**src/rtl/hsw_pkg.sv**
```systemverilog
package hsw_pkg;
   localparam int unsigned DATA_W  = 8;
   localparam int unsigned B_INS   = 7;
   localparam int unsigned B_EXT   = 6;
   localparam int unsigned B_LED   = 3;
   localparam int unsigned B_MASK  = 1;
   localparam logic [DATA_W-1:0] RSVD_BITS = 8'h35;

   typedef struct packed {
      logic ins;
      logic ext;
      logic led;
      logic mask;
   } hsw_fields_t;

   function automatic logic [DATA_W-1:0] pack_reg(hsw_fields_t f);
      logic [DATA_W-1:0] r;
      r         = '0;
      r[B_INS]  = f.ins;
      r[B_EXT]  = f.ext;
      r[B_LED]  = f.led;
      r[B_MASK] = f.mask;
      return r;
   endfunction
endpackage

```
**src/rtl/hsw_debounce.sv**
```systemverilog
module hsw_debounce #(
   parameter int unsigned SYNC_STAGES       = 2,
   parameter int unsigned DEB_CYCLES        = 16,
   parameter bit          HANDLE_ACTIVE_LOW = 1'b0
) (
   input  logic clk,
   input  logic rst_n,
   input  logic raw_i,
   output logic sync_o,
   output logic closed_o
);
   localparam int unsigned CNT_W = $clog2(DEB_CYCLES + 1);
   localparam logic [CNT_W-1:0] CNT_LAST = CNT_W'(DEB_CYCLES - 1);

   logic                   level_in;
   logic [SYNC_STAGES-1:0] sync_q;
   logic [CNT_W-1:0]       cnt_q;
   logic                   state_q;

   generate
      if (HANDLE_ACTIVE_LOW) begin : g_inv
         assign level_in = ~raw_i;
      end else begin : g_pass
         assign level_in = raw_i;
      end
   endgenerate

   generate
      for (genvar s = 0; s < SYNC_STAGES; s++) begin : g_sync
         if (s == 0) begin : g_first
            always_ff @(posedge clk or negedge rst_n) begin
               if (!rst_n) sync_q[0] <= 1'b0;
               else        sync_q[0] <= level_in;
            end
         end else begin : g_next
            always_ff @(posedge clk or negedge rst_n) begin
               if (!rst_n) sync_q[s] <= 1'b0;
               else        sync_q[s] <= sync_q[s-1];
            end
         end
      end
   endgenerate

   assign sync_o = sync_q[SYNC_STAGES-1];

   always_ff @(posedge clk or negedge rst_n) begin
      if (!rst_n) begin
         cnt_q   <= '0;
         state_q <= 1'b0;
      end else if (sync_o == state_q) begin
         cnt_q <= '0;
      end else if (cnt_q == CNT_LAST) begin
         cnt_q   <= '0;
         state_q <= sync_o;
      end else begin
         cnt_q <= cnt_q + 1'b1;
      end
   end

   assign closed_o = state_q;
endmodule

```
**src/rtl/hsw_events.sv**
```systemverilog
module hsw_events (
   input  logic clk,
   input  logic rst_n,
   input  logic closed_i,
   input  logic clr_ins_i,
   input  logic clr_ext_i,
   output logic ins_o,
   output logic ext_o,
   output logic ins_set_o,
   output logic ext_set_o,
   output logic grant_o
);
   logic ins_q, ext_q, armed_q, grant_q, prev_q;

   assign ins_set_o = armed_q & closed_i & ~ext_q;
   assign ext_set_o = prev_q & ~closed_i & ~ins_q;

   always_ff @(posedge clk or negedge rst_n) begin
      if (!rst_n) begin
         ins_q   <= 1'b0;
         ext_q   <= 1'b0;
         armed_q <= 1'b1;
         grant_q <= 1'b0;
         prev_q  <= 1'b0;
      end else begin
         prev_q <= closed_i;
         if (ins_set_o)      ins_q <= 1'b1;
         else if (clr_ins_i) ins_q <= 1'b0;
         if (ext_set_o)      ext_q <= 1'b1;
         else if (clr_ext_i) ext_q <= 1'b0;
         if (ins_set_o)      armed_q <= 1'b0;
         if (closed_i)       grant_q <= 1'b1;
      end
   end

   assign ins_o   = ins_q;
   assign ext_o   = ext_q;
   assign grant_o = grant_q;
endmodule

```
**src/rtl/hsw_ctl_reg.sv**
```systemverilog
module hsw_ctl_reg #(
   parameter int unsigned ADDR_W            = 8,
   parameter logic [7:0]  REG_OFFSET        = 8'hE6,
   parameter int unsigned SYNC_STAGES       = 2,
   parameter int unsigned DEB_CYCLES        = 16,
   parameter bit          HANDLE_ACTIVE_LOW = 1'b0
) (
   input  logic              clk,
   input  logic              rst_n,
   input  logic              handle_raw,
   input  logic [ADDR_W-1:0] reg_addr,
   input  logic              reg_we,
   input  logic [7:0]        reg_wdata,
   output logic [7:0]        reg_rdata,
   output logic              enum_oe,
   output logic              led_o
);
   import hsw_pkg::*;

   generate
      if (SYNC_STAGES < 2) begin : g_bad_sync
         $error("SYNC_STAGES must be at least 2");
      end
      if (DEB_CYCLES < 2) begin : g_bad_deb
         $error("DEB_CYCLES must be at least 2");
      end
      if (ADDR_W < 8) begin : g_bad_addr
         $error("ADDR_W must hold the register offset");
      end
   endgenerate

   logic        hs_sync, closed_db;
   logic        sts_ins, sts_ext, ins_set, ext_set, grant;
   logic        mask_q, led_q;
   logic        hit, wr;
   hsw_fields_t flds;

   assign hit = (reg_addr == ADDR_W'(REG_OFFSET));
   assign wr  = hit & reg_we;

   hsw_debounce #(
      .SYNC_STAGES      (SYNC_STAGES),
      .DEB_CYCLES       (DEB_CYCLES),
      .HANDLE_ACTIVE_LOW(HANDLE_ACTIVE_LOW)
   ) u_deb (
      .clk     (clk),
      .rst_n   (rst_n),
      .raw_i   (handle_raw),
      .sync_o  (hs_sync),
      .closed_o(closed_db)
   );

   hsw_events u_evt (
      .clk      (clk),
      .rst_n    (rst_n),
      .closed_i (closed_db),
      .clr_ins_i(wr & reg_wdata[B_INS]),
      .clr_ext_i(wr & reg_wdata[B_EXT]),
      .ins_o    (sts_ins),
      .ext_o    (sts_ext),
      .ins_set_o(ins_set),
      .ext_set_o(ext_set),
      .grant_o  (grant)
   );

   always_ff @(posedge clk or negedge rst_n) begin
      if (!rst_n) begin
         mask_q <= 1'b0;
         led_q  <= 1'b0;
      end else if (wr) begin
         mask_q <= reg_wdata[B_MASK];
         led_q  <= reg_wdata[B_LED];
      end
   end

   always_comb begin
      flds.ins  = sts_ins;
      flds.ext  = sts_ext;
      flds.led  = led_q;
      flds.mask = mask_q;
   end

   assign reg_rdata = hit ? pack_reg(flds) : 8'h00;
   assign enum_oe   = (sts_ins | sts_ext) & ~mask_q;
   assign led_o     = grant ? led_q : 1'b1;
endmodule

```
**config.mk**
```make
export PLATFORM = sky130hd
export DESIGN_NAME = hsw_ctl_reg
export DESIGN_NICKNAME = d
export VERILOG_FILES = /design/src/rtl/hsw_pkg.sv /design/src/rtl/hsw_debounce.sv /design/src/rtl/hsw_events.sv /design/src/rtl/hsw_ctl_reg.sv
export SDC_FILE = /design/constraint.sdc
export NUM_CORES = 1
export LEC_CHECK = 0
export BUFFER_PORTS_ARGS = -buffer_cell sky130_fd_sc_hd__buf_4
export CAP_MARGIN = 5
export CORE_UTILIZATION = 41
export CTS_CLUSTER_DIAMETER = 150
export CTS_CLUSTER_SIZE = 10
export DETAILED_ROUTE_END_ITERATION = 16
export PLACE_DENSITY = 0.79
export REMOVE_ABC_BUFFERS = 1
export SETUP_SLACK_MARGIN = 0.4
export SYNTH_ARGS = -nofsm -noshare
export SYNTH_HDL_FRONTEND = slang
export SYNTH_HIERARCHICAL = 1
export SYNTH_SLANG_ARGS = --single-unit
```
**constraint.sdc**
```tcl
create_clock -name clk -period 1.4 [get_ports clk]
set_input_delay 0.21 -clock clk [delete_from_list [all_inputs] [get_ports clk]]
set_output_delay 0.21 -clock clk [all_outputs]
set_load 0.02 [all_outputs]
```
After elaboration in Yosys (flattened, before gate mapping)

Cells that the tools add are included.

Add/subtract/negate cells: 1
Eq/ne operators: 3
Muxes and demuxes: 8
Bitwise logic cells: 14
Reduce and logical (&&, ||, !) cells: 3

Operator list:

| kind                                          | number |
|---|---|
| 2-to-1 mux 5 bit                              | 2 |
| AND 1 bit                                     | 8 |
| == test 8 bit, second input constant          | 1 |
| 2-to-1 mux 8 bit                              | 1 |
| adder 5 x 1 -> 5 bit, second input constant   | 1 |
| == test 5 x 4 -> 1 bit, second input constant | 1 |
| 2-to-1 mux 1 bit                              | 5 |
| inverter 1 bit                                | 5 |
| nonzero test 2 bit                            | 2 |
| AND reduction 2 bit                           | 1 |
| == test 1 bit                                 | 1 |
| OR 1 bit                                      | 1 |

Flip-flop bits (word level): 15
Input bits: 20
Output and inout port bits: 10
Logic and storage cells: 40

Logic depth before layout (Yosys ltp)

Gate-level depths: netlist of run 1.

Depth in word-level cells: 5
Mapped depth: 5
Mapped depth without buffers: 5

By module

Netlist of run 1, hierarchy kept.

By module, submodules not included:

| module       | instances | cells an instance | area an instance (um^2) | seq. area each (um^2) |
|---|---|---|---|---|
| hsw_debounce | 1         | 23                | 311.5                   | 200.2 |
| hsw_ctl_reg  | 1         | 23                | 219.0                   | 50.0 |
| hsw_events   | 1         | 13                | 183.9                   | 126.4 |

Worst setup path before layout of run 1

Ideal clock, no wire load.

Path type: input-to-reg
Start point: input reg_addr[4]
End point: register led_q
Setup time: 125 ps
Data arrival time: 1034 ps
Required time: 1275 ps
Path slack: 241 ps
Stages on the path: 3
Path buffers: 0
Cells stage by stage: nand4bb_1 -> or3_4 -> mux2_4

Word-level cells in the longest chain between the ends: 2

RTL lines:

| element              | RTL line          | RTL |
|---|---|---|
| from (decl)          | hsw_ctl_reg.sv:11 | `input logic [ADDR_W-1:0] reg_addr,` |
| == test 8 bit        | hsw_ctl_reg.sv:38 | `assign hit = (reg_addr == ADDR_W'(REG_OFFSET));` |
| AND 1 bit            | hsw_ctl_reg.sv:39 | `assign wr = hit & reg_we;` |
| to (signal assigned) | hsw_ctl_reg.sv:72 | `led_q <= reg_wdata[B_LED];` |
| to (decl)            | hsw_ctl_reg.sv:34 | `logic mask_q, led_q;` |

Every way passes these cells.
A chain may end at the register's enable or synchronous reset.

Worst setup path in the final report of run 1

Start point: register u_deb.cnt_q[1]
End point: register u_deb.state_q (netlist: u_deb/closed_o)

Word-level cells in the longest chain between the ends: 2

RTL lines:

| element                              | RTL line           | RTL |
|---|---|---|
| from (decl)                          | hsw_debounce.sv:17 | `logic [CNT_W-1:0] cnt_q;` |
| from (signal assigned)               | hsw_debounce.sv:56 | `cnt_q <= cnt_q + 1'b1;` |
| == test 5 x 4 -> 1 bit               | hsw_debounce.sv:52 | `end else if (cnt_q == CNT_LAST) begin` |
| AND reduction 2 bit (no source line) | -                  |  |
| to (signal assigned)                 | hsw_debounce.sv:54 | `state_q <= sync_o;` |
| to (decl)                            | hsw_debounce.sv:18 | `logic state_q;` |

Every way passes these cells.

==> results of run 1 <==
registers in the layout, indices dropped and copies added (netlist names):
signal          flops
u_evt/ext_o         1
mask_q              1
u_evt/armed_q       1
u_evt/prev_q        1
u_evt/ins_o         1
led_q               1
u_deb/cnt_q         5
u_deb/sync_q        1
u_evt/grant_o       1
u_deb/sync_o        1
u_deb/closed_o      1
synthesized netlist by cell type (all sizes together):
library cell,n,area (µm²)
dfrtp,14,350
nor2,7,31.3
and2,5,31.3
buf,4,30.0
inv,4,15.0
and3,3,20.0
mux2,3,41.3
xor2,3,26.3
nand3,2,15.0
a21boi,1,7.51
a21o,1,7.51
and3b,1,8.76
conb,1,3.75
dfstp,1,26.3
ha,1,12.5
nand2b,1,6.26
nand4b,1,23.8
nand4bb,1,11.3
nor3b,1,12.5
o21ai,1,8.76
o21bai,1,7.51
or2,1,6.26
or3,1,11.3
what timing repair did:
item,CTS,global route
pin swaps,9,5
resized for setup,21,6
hold endpoints to repair,15,0
hold buffers,1,0
setup buffers,4,4
setup endpoints to repair,14,14
area by class of cell:
cell class,instances,area (µm²)
fill,105,465
timing repair buffer,30,265
multi-input combinational,39,388
sequential,15,378
tap,16,20.0
inverter,4,15.0
clock buffer,3,22.5
clock inverter,1,5.00
metrics by stage:
| stage | hold slack, ns | setup slack [ns] | std cells |
|---|---|---|---|
| after floorplan | -0.0856 | 0.241 | 58 |
| after detailed placement | 0.0715 | 0.0843 | 95 |
| final | 0.0381 | 0.147 | 108 |
| after global routing | 0.0171 | 0.107 | 108 |
| after global placement | 0.0699 | 0.0951 | 95 |
| after CTS | 0.0344 | 0.181 | 104 |
power breakdown:
part | internal, mW | switching (mW)
clock | 0.106 | 0.134
combinational | 0.0743 | 0.0584
sequential | 0.448 | 0.0142
layout by cell type, fill, tap and decap left out, types with 2 or more instances in the layout:
master and count:
buf_4 19, dfrtp_1 13, buf_6 10, and2_4 4, inv_1 4, conb_1 4
nor2_1 3, clkbuf_4 3, nor2_2 3, and3_1 2, mux2_4 2, xor2_1 2
cell families (layout without fill, tap and decap cells):
logic type | Yosys count | in the layout
other | 1 | 4
and+or+nand+nor | 24 | 24
DFF | 15 | 15
adders and majority gates | 1 | 1
buffers and inverters | 8 | 38
xor gates and xnor gates | 3 | 3
AOI/OAI and AO/OA | 4 | 4
muxes | 3 | 3
layer usage:
metal,global-route usage,part of all wire,vias to the layer above
met2,0.304,0.54,10
met5,0,0,-
li1,-,-,251
met4,0.0750,0.012,0
met1,0.218,0.42,271
met3,0.0500,0.025,2
path summary, 6_finish.rpt:
check	start	end	slack, ns	cells past startpoint
max	u_deb/cnt_q[1]	u_deb/closed_o	0.15	4
min in group asynchronous	rst_n	u_deb/cnt_q[3]	0.33	2
max in group asynchronous	rst_n	u_evt/armed_q	0.83	2
min	handle_raw	u_deb/sync_q[0]	0.04	1
min reg2reg	u_deb/sync_q[0]	u_deb/sync_o	0.36	0
max reg2reg	u_deb/cnt_q[1]	u_deb/closed_o	0.15	4
==> qor.yml, run 1 <==
cts.clk_slew.worst_paths_ns: 0.09
fin_util: 0.701
cp.required_ns: 1.57
yosysSeqAreaShare: 0.527
initial_utilization: 0.458
io_pins: 30
numCtsBuffers: 3
path_class: "register to register"
cts_max_level: 1
overflow: 0
insertion_delay_ns: 0.28
fp.dieArea_mm2: 0.00191
drtIter0Drc: 10
finalHoldViolations: 0
status: "finished, final reports clean"
io_buffers: 21
rsz0062_at_grt: "true"
final.period_utilization: 0.895
wirelength_mm: 1.55
grt_pass1_wl_mm: 2.44
die_w_um: 43.7
path_delay_family: "flip-flops"
muxShareOfSynthArea: 0.0578
vias: 534
path_max_fanout: 3
finClkSkew_ns: 0.00957
yosys_warnings: 6
power_uw: 835
design_area_mm2: 0.00109
synth_top_family_by_area: "simple AND/OR/NAND/NOR gates"
powerDensity_mw_per_mm2: 764
drt-vias-per-instance: 4.94
synthAdderAreaFrac: 0.0175
fin_setup_tns_ns: 0
synth-xor-area-share: 0.0368
cts-root-buf: "clkbuf_4"
dpl-instance-area_um2: 873
dr.pass1.iters: 2
core-area_mm2: 0.00156
synth_seq_cells: 15
grt_use_total: 0.181
nNetsFinal: 114
end_kind: "register"
antenna_left: 0
arrival_ns: 1.42
cts.sinks: 15
drc_errors: 0
synth_compound_area_frac: 0.0438
grt_pass1_vias: 547
routabilityCongestion: 0.720
crit_path_start_kind: "register"
synth_area_um2: 714
cts_tree: "built"
max_freq_ghz: 0.798
drive_above_1_share: 0.609
critPathMaxStageDelay_ns: 0.37
syn_to_final_growth_pct: 53.1
diodes: 0
hp-class: "input pin to register"
yosys.area_share.simple: 0.249
die_h_um: 43.7
crit_buf_inv: 0
slew_violations: 0
wl_per_cell_um: 14.3
synth.avg_cell_area_um2: 12.1
netlist_instances: 59
drv_cap: 0
finalCriticalPeriod_ns: 1.25
irDropWorstVdd_v: 0.000605
rows: 14
grt_max_degree: 16
post-dp-hpwl_um: 924
slowest_stage: "dfrtp_1"
ys_types: 27
p_leak_nw: 0.567
cts.path.max_buffers: 2
finalSetupViolCount: 0
antenna_found_initial: 0
cp_cell_sequence: "ha_2 > nand3_4 > nor2_2 > mux2_2"
Note: power is estimated with default switching activity, not from simulation.
==> run 2, diff against run 1 <==
--- a/config.mk
+++ b/config.mk
@@ -7,11 +7,12 @@
 export LEC_CHECK = 0
 export BUFFER_PORTS_ARGS = -buffer_cell sky130_fd_sc_hd__buf_4
 export CAP_MARGIN = 5
-export CORE_UTILIZATION = 41
+export CORE_UTILIZATION = 48
+export CTS_BUF_LIST = sky130_fd_sc_hd__clkbuf_2 sky130_fd_sc_hd__clkbuf_4 sky130_fd_sc_hd__clkbuf_8
 export CTS_CLUSTER_DIAMETER = 150
 export CTS_CLUSTER_SIZE = 10
 export DETAILED_ROUTE_END_ITERATION = 16
-export PLACE_DENSITY = 0.79
+export PLACE_DENSITY = 0.89
 export REMOVE_ABC_BUFFERS = 1
 export SETUP_SLACK_MARGIN = 0.4
 export SYNTH_ARGS = -nofsm -noshare
==> run 2 against run 1 <==
  * Critical path depth decreased by 1
  * First-iteration DRC count decreased by 90%
  * Non-clock buffer count unchanged
  * Worst hold slack improved by 0.0048 ns
  * Utilization increased by 10 points
  * Sequential power about the same
  * Largest cell class unchanged
  * Clock-buffer cell count increased by 1
  * Setup slack improved by 0.048 ns
  * Combinational power decreased by 6%
  * Final area decreased by 0.57%
==> qor.yml, run 2 (synthesis gave the netlist of run 1 again) <==
status: "finished, final reports clean"
fp.dieArea_mm2: 0.00165  # -14%
cts_tree: "built"
diodes: 0  # unchanged
largest_reg_flops: 5  # unchanged
crit_top_cell: "nor2_1"
drive_above_1_share: 0.554  # -0.0543
overflow: 0  # unchanged
insertion_delay_ns: 0.28  # about the same
fin_hold_ws_ns: 0.0429  # +0.00477 ns
path_max_fanout: 3  # unchanged
critPathMaxStageDelay_ns: 0.40  # +0.03 ns
crit_path_start_kind: "register"
dpl-instance-area_um2: 872  # -0.14%
p_leak_nw: 0.564  # -0.65%
irDropWorstVdd_v: 0.000819  # +35%
rsz0062_at_grt: "true"
final_common_cell: "buf_4"
final.period_utilization: 0.861  # -0.0339
antenna_left: 0  # unchanged
slew_violations: 0  # unchanged
dpl.cell_count: 94  # -1.1%
slowest_stage: "dfrtp_1"
drt-vias-per-instance: 5.10  # +3.2%
io_buffers: 21  # unchanged
regMostFlops: "u_deb/cnt_q"
fin_util: 0.805  # +0.104
drc_errors: 0  # unchanged
cts-root-buf: "clkbuf_4"
grt_pass1_wl_mm: 2.24  # -8.2%
dr.pass1.iters: 4  # +2
rows: 13  # -1
fin_setup_tns_ns: 0  # unchanged
r2r_cells: 4  # unchanged
final_cell_mix: "buf_4, dfrtp_1, buf_6"
cp.required_ns: 1.19  # -0.38 ns
cts.path.max_buffers: 2  # unchanged
core-area_mm2: 0.00135  # -13%
design_area_mm2: 0.00109  # -0.57%
finClkSkew_ns: 0.00856  # -0.00101 ns
hp-class: "input pin to register"
grt_use_total: 0.227  # +0.0461
end_kind: "output port"
post-dp-hpwl_um: 969  # +4.9%
layout.cells.non_filler: 107  # -0.93%
antenna_found_initial: 0  # unchanged
cts_max_level: 1  # unchanged
path_class: "register to output port"
finalCriticalPeriod_ns: 1.21  # -0.0475 ns
syn_to_final_growth_pct: 52.2
arrival_ns: 1.00  # -0.42 ns
initial_utilization: 0.529  # +0.0709
numCtsBuffers: 3  # unchanged
whs_path_depth: 1  # unchanged
drv_cap: 0  # unchanged
cts.sinks: 15  # unchanged
routabilityCongestion: 0.747  # +3.7%
cp_cell_sequence: "nor2_1 > nor2_1 > buf_4"
die_w_um: 40.6  # -7.2%
grt_pass1_vias: 470  # -14%
cts.clk_slew.worst_paths_ns: 0.08  # about the same
finalHoldViolations: 0  # unchanged
wirelength_mm: 1.68  # +8.6%
die_h_um: 40.6  # -7.2%
drtIter0Drc: 1  # -9
nNetsFinal: 114  # unchanged
wl_per_cell_um: 15.7  # +9.6%
io_pins: 30  # unchanged
max_freq_ghz: 0.829  # +3.9%
grt_max_degree: 16  # unchanged
finalSetupViolCount: 0  # unchanged
vias: 546  # +2.2%
powerDensity_mw_per_mm2: 770  # +0.82%
-- run 2: cell type report --
| class | instances | area, µm² |
|---|---|---|
| multi-input cells | 39 | 385 |
| flip-flops and latches | 15 | 377 |
| repair buffers | 30 | 262 |
| clock buffers | 4 | 30.0 |
| inverters | 4 | 15.0 |
| fillers | 75 | 263 |
| well taps | 15 | 18.8 |
-- run 2: layer usage --
layer,track usage,vias up,part of all wire
met5,0,-,0
met4,0.108,0,0.043
met3,0.111,8,0.038
met2,0.393,16,0.53
met1,0.224,268,0.39
li1,-,254,-
-- run 2: worst paths after layout --
check	from	endpoint	slack (ns)
max	u_evt/ext_o	enum_oe	0.19
min	handle_raw	u_deb/sync_q[0]	0.04
max reg2reg	u_deb/cnt_q[0]	u_deb/closed_o	0.24
min reg2reg	u_deb/sync_q[0]	u_deb/sync_o	0.35
max in group asynchronous	rst_n	u_evt/armed_q	0.85
min in group asynchronous	rst_n	mask_q	0.31
-- run 2: repair_timing --
action,in CTS,in global routing
gates resized for setup,16,6
setup buffers,5,3
hold buffers,1,0
pin swaps,7,7
endpoints found under the hold margin,15,0
endpoints found under the setup margin,14,14
-- run 2: worst max-delay path: cells and delay by family, from the launching register on --
family | cells | cell delay, ns
DFF | 1 | 0.40
buffers and inverters | 1 | 0.15
and+or+nand+nor | 2 | 0.16
-- run 2: through the flow --
| step | worst slack, ns | power (mW) |
|---|---|---|
| after global placement | 0.0973 | 0.556 |
| after global routing | 0.133 | 0.896 |
| after floorplan | 0.241 | 0.506 |
| after CTS | 0.200 | 0.834 |
| after detailed placement | 0.0895 | 0.560 |
| final | 0.194 | 0.837 |
-- run 2: power by group --
group          switching [mW]  internal [mW]
clock                   0.120          0.130
sequential             0.0149          0.448
combinational          0.0546         0.0702
==> run 3, diff against run 2 <==
--- a/config.mk
+++ b/config.mk
@@ -12,6 +12,7 @@
 export CTS_CLUSTER_DIAMETER = 150
 export CTS_CLUSTER_SIZE = 10
 export DETAILED_ROUTE_END_ITERATION = 16
+export MAX_ROUTING_LAYER = met4
 export PLACE_DENSITY = 0.89
 export REMOVE_ABC_BUFFERS = 1
 export SETUP_SLACK_MARGIN = 0.4
==> run 3 against run 2 <==
  * Critical path depth unchanged
  * Total power about the same
  * Worst hold slack improved by 0.00087 ns
  * Sequential power about the same
  * Setup slack improved by 0.00085 ns
  * Via count increased by 0.37%
  * First-iteration DRC count unchanged
  * Critical path type unchanged
  * Final cell count unchanged
  * Combinational power about the same
  * Register-to-register slack about the same
==> qor.yml, run 3 (synthesis gave the netlist of run 1 again) <==
drtIter0Drc: 1  # unchanged
finClkSkew_ns: 0.00859  # +0.0000284 ns
drv_cap: 0  # unchanged
largest_reg_flops: 5  # unchanged
rsz0062_at_grt: "true"
crit_buf_inv: 1  # unchanged
die_h_um: 40.6  # unchanged
antenna_left: 0  # unchanged
grt_use_total: 0.234  # +0.00648
wl_per_cell_um: 15.9  # +0.83%
syn_to_final_growth_pct: 52.2  # unchanged
crit_top_cell: "nor2_1"
fillers: 75  # unchanged
finalSetupViolCount: 0  # unchanged
overflow: 0  # unchanged
multi_input_area_um2: 385  # unchanged
crit_path_start_kind: "register"
arrival_ns: 0.99  # about the same
design_area_mm2: 0.00109  # unchanged
slowest_stage: "dfrtp_1"
drive_above_1_share: 0.554  # unchanged
nNetsFinal: 114  # unchanged
min_to: "u_deb/sync_q[0]"
cp.required_ns: 1.19  # about the same
drc_errors: 0  # unchanged
cts.clk_slew.worst_paths_ns: 0.08  # about the same
routabilityCongestion: 0.756  # +1.3%
rrSetupSlack_ns: 0.24  # about the same
grt_pass1_wl_mm: 2.23  # -0.31%
final.period_utilization: 0.861  # about the same
post-dp-hpwl_um: 969  # unchanged
insertion_delay_ns: 0.27  # about the same
fp.dieArea_mm2: 0.00165  # unchanged
finalCriticalPeriod_ns: 1.20  # -0.000855 ns
hp-class: "input pin to register"
fin_setup_tns_ns: 0  # unchanged
numCtsBuffers: 3  # unchanged
status: "finished, final reports clean"
antenna_found_initial: 0  # unchanged
finalHoldViolations: 0  # unchanged
cts_max_level: 1  # unchanged
rows: 13  # unchanged
final_common_cell: "buf_4"
hp-start: "handle_raw"
slew_violations: 0  # unchanged
path_delay_family: "flip-flops"
drt-vias-per-instance: 5.12  # +0.37%
core-area_mm2: 0.00135  # unchanged
io_buffers: 21  # unchanged
wirelength_mm: 1.70  # +0.83%
die_w_um: 40.6  # unchanged
grt_max_degree: 16  # unchanged
whs_path_depth: 1  # unchanged
regMostFlops: "u_deb/cnt_q"
cts_tree: "built"
max_freq_ghz: 0.830  # about the same
cts-root-buf: "clkbuf_4"
diodes: 0  # unchanged
p_leak_nw: 0.564  # unchanged
critPathMaxStageDelay_ns: 0.40  # about the same
path_class: "register to output port"
dpl-instance-area_um2: 872  # unchanged
r2r_cells: 4  # unchanged
reg2reg_to: "u_deb/closed_o"
cp_cell_sequence: "nor2_1 > nor2_1 > buf_4"
initial_utilization: 0.529  # unchanged
regToRegStartpoint: "u_deb/cnt_q[0]"
ff_latch_area_um2: 377  # unchanged
powerDensity_mw_per_mm2: 769  # about the same
dr.pass1.iters: 4  # unchanged
io_pins: 30  # unchanged
irDropWorstVdd_v: 0.000817  # -0.16%
vias: 548  # +0.37%
path_max_fanout: 3  # unchanged
cts.path.max_buffers: 2  # unchanged
cts.sinks: 15  # unchanged
end_kind: "output port"
final_cell_mix: "buf_4, dfrtp_1, buf_6"
grt_pass1_vias: 471  # +0.21%
==> run 3: cell counts in the layout (fill, tap and decap cells not counted) <==
No cell type changed its count.
==> run 3: worst register-to-register path, delay by kind of cell (launching register included) <==
kind | cells | cell delay [ns]
mux | 1 | 0.30
simple gates | 2 | 0.20
flops | 1 | 0.39
fa+ha+maj | 1 | 0.17
==> run 3: worst max path at each step <==
stage | from | to | depth (start not counted)
after CTS | u_evt/ext_o | enum_oe | 3
after global routing | u_evt/ext_o | enum_oe | 3
after detailed placement | reg_addr[4] | led_q | 4
after floorplan | reg_addr[4] | led_q | 3
final | u_evt/ext_o | enum_oe | 3
after global placement | reg_addr[4] | led_q | 4
==> run 3: final cells by class <==
| class | count | area share |
|---|---|---|
| inverters | 4 | 0.0138 |
| multi-input cells | 39 | 0.354 |
| repair buffers | 30 | 0.241 |
| flip-flops and latches | 15 | 0.346 |
| well taps | 15 | 0.0173 |
| clock buffers | 4 | 0.0276 |
==> run 3: metal layers <==
| metal | GRT usage | share of wire |
|---|---|---|
| met5 | - | 0 |
| met4 | 0.108 | 0.038 |
| met3 | 0.111 | 0.047 |
| met2 | 0.393 | 0.53 |
| met1 | 0.224 | 0.39 |
==> run 3: what timing repair did <==
action / in CTS / in global routing
setup buffers: 5 / 3
resized for setup: 16 / 6
gates cloned: 0 / 0
pin swaps: 7 / 7
endpoints found under the hold margin: 15 / 0
endpoints found under the setup margin: 14 / 14
hold buffers: 1 / 0
==> run 3: where the power goes <==
part	leakage [nW]	internal, mW	switching (mW)
clock	0.0184	0.130	0.119
combinational	0.352	0.0702	0.0548
sequential	0.193	0.448	0.0149
total	0.564	0.648	0.189
==> run 3: per-stage QoR <==
step | hold slack, ns | util | total power, mW | worst slack [ns] | instances
after global placement | 0.0665 | 0.646 | 0.556 | 0.0973 | 94
after global routing | 0.0155 | 0.805 | 0.896 | 0.133 | 107
after CTS | 0.0330 | 0.764 | 0.834 | 0.200 | 104
after floorplan | -0.0856 | - | 0.506 | 0.241 | 58
after detailed placement | 0.0697 | 0.646 | 0.560 | 0.0895 | 94
final | 0.0438 | 0.805 | 0.837 | 0.195 | 107
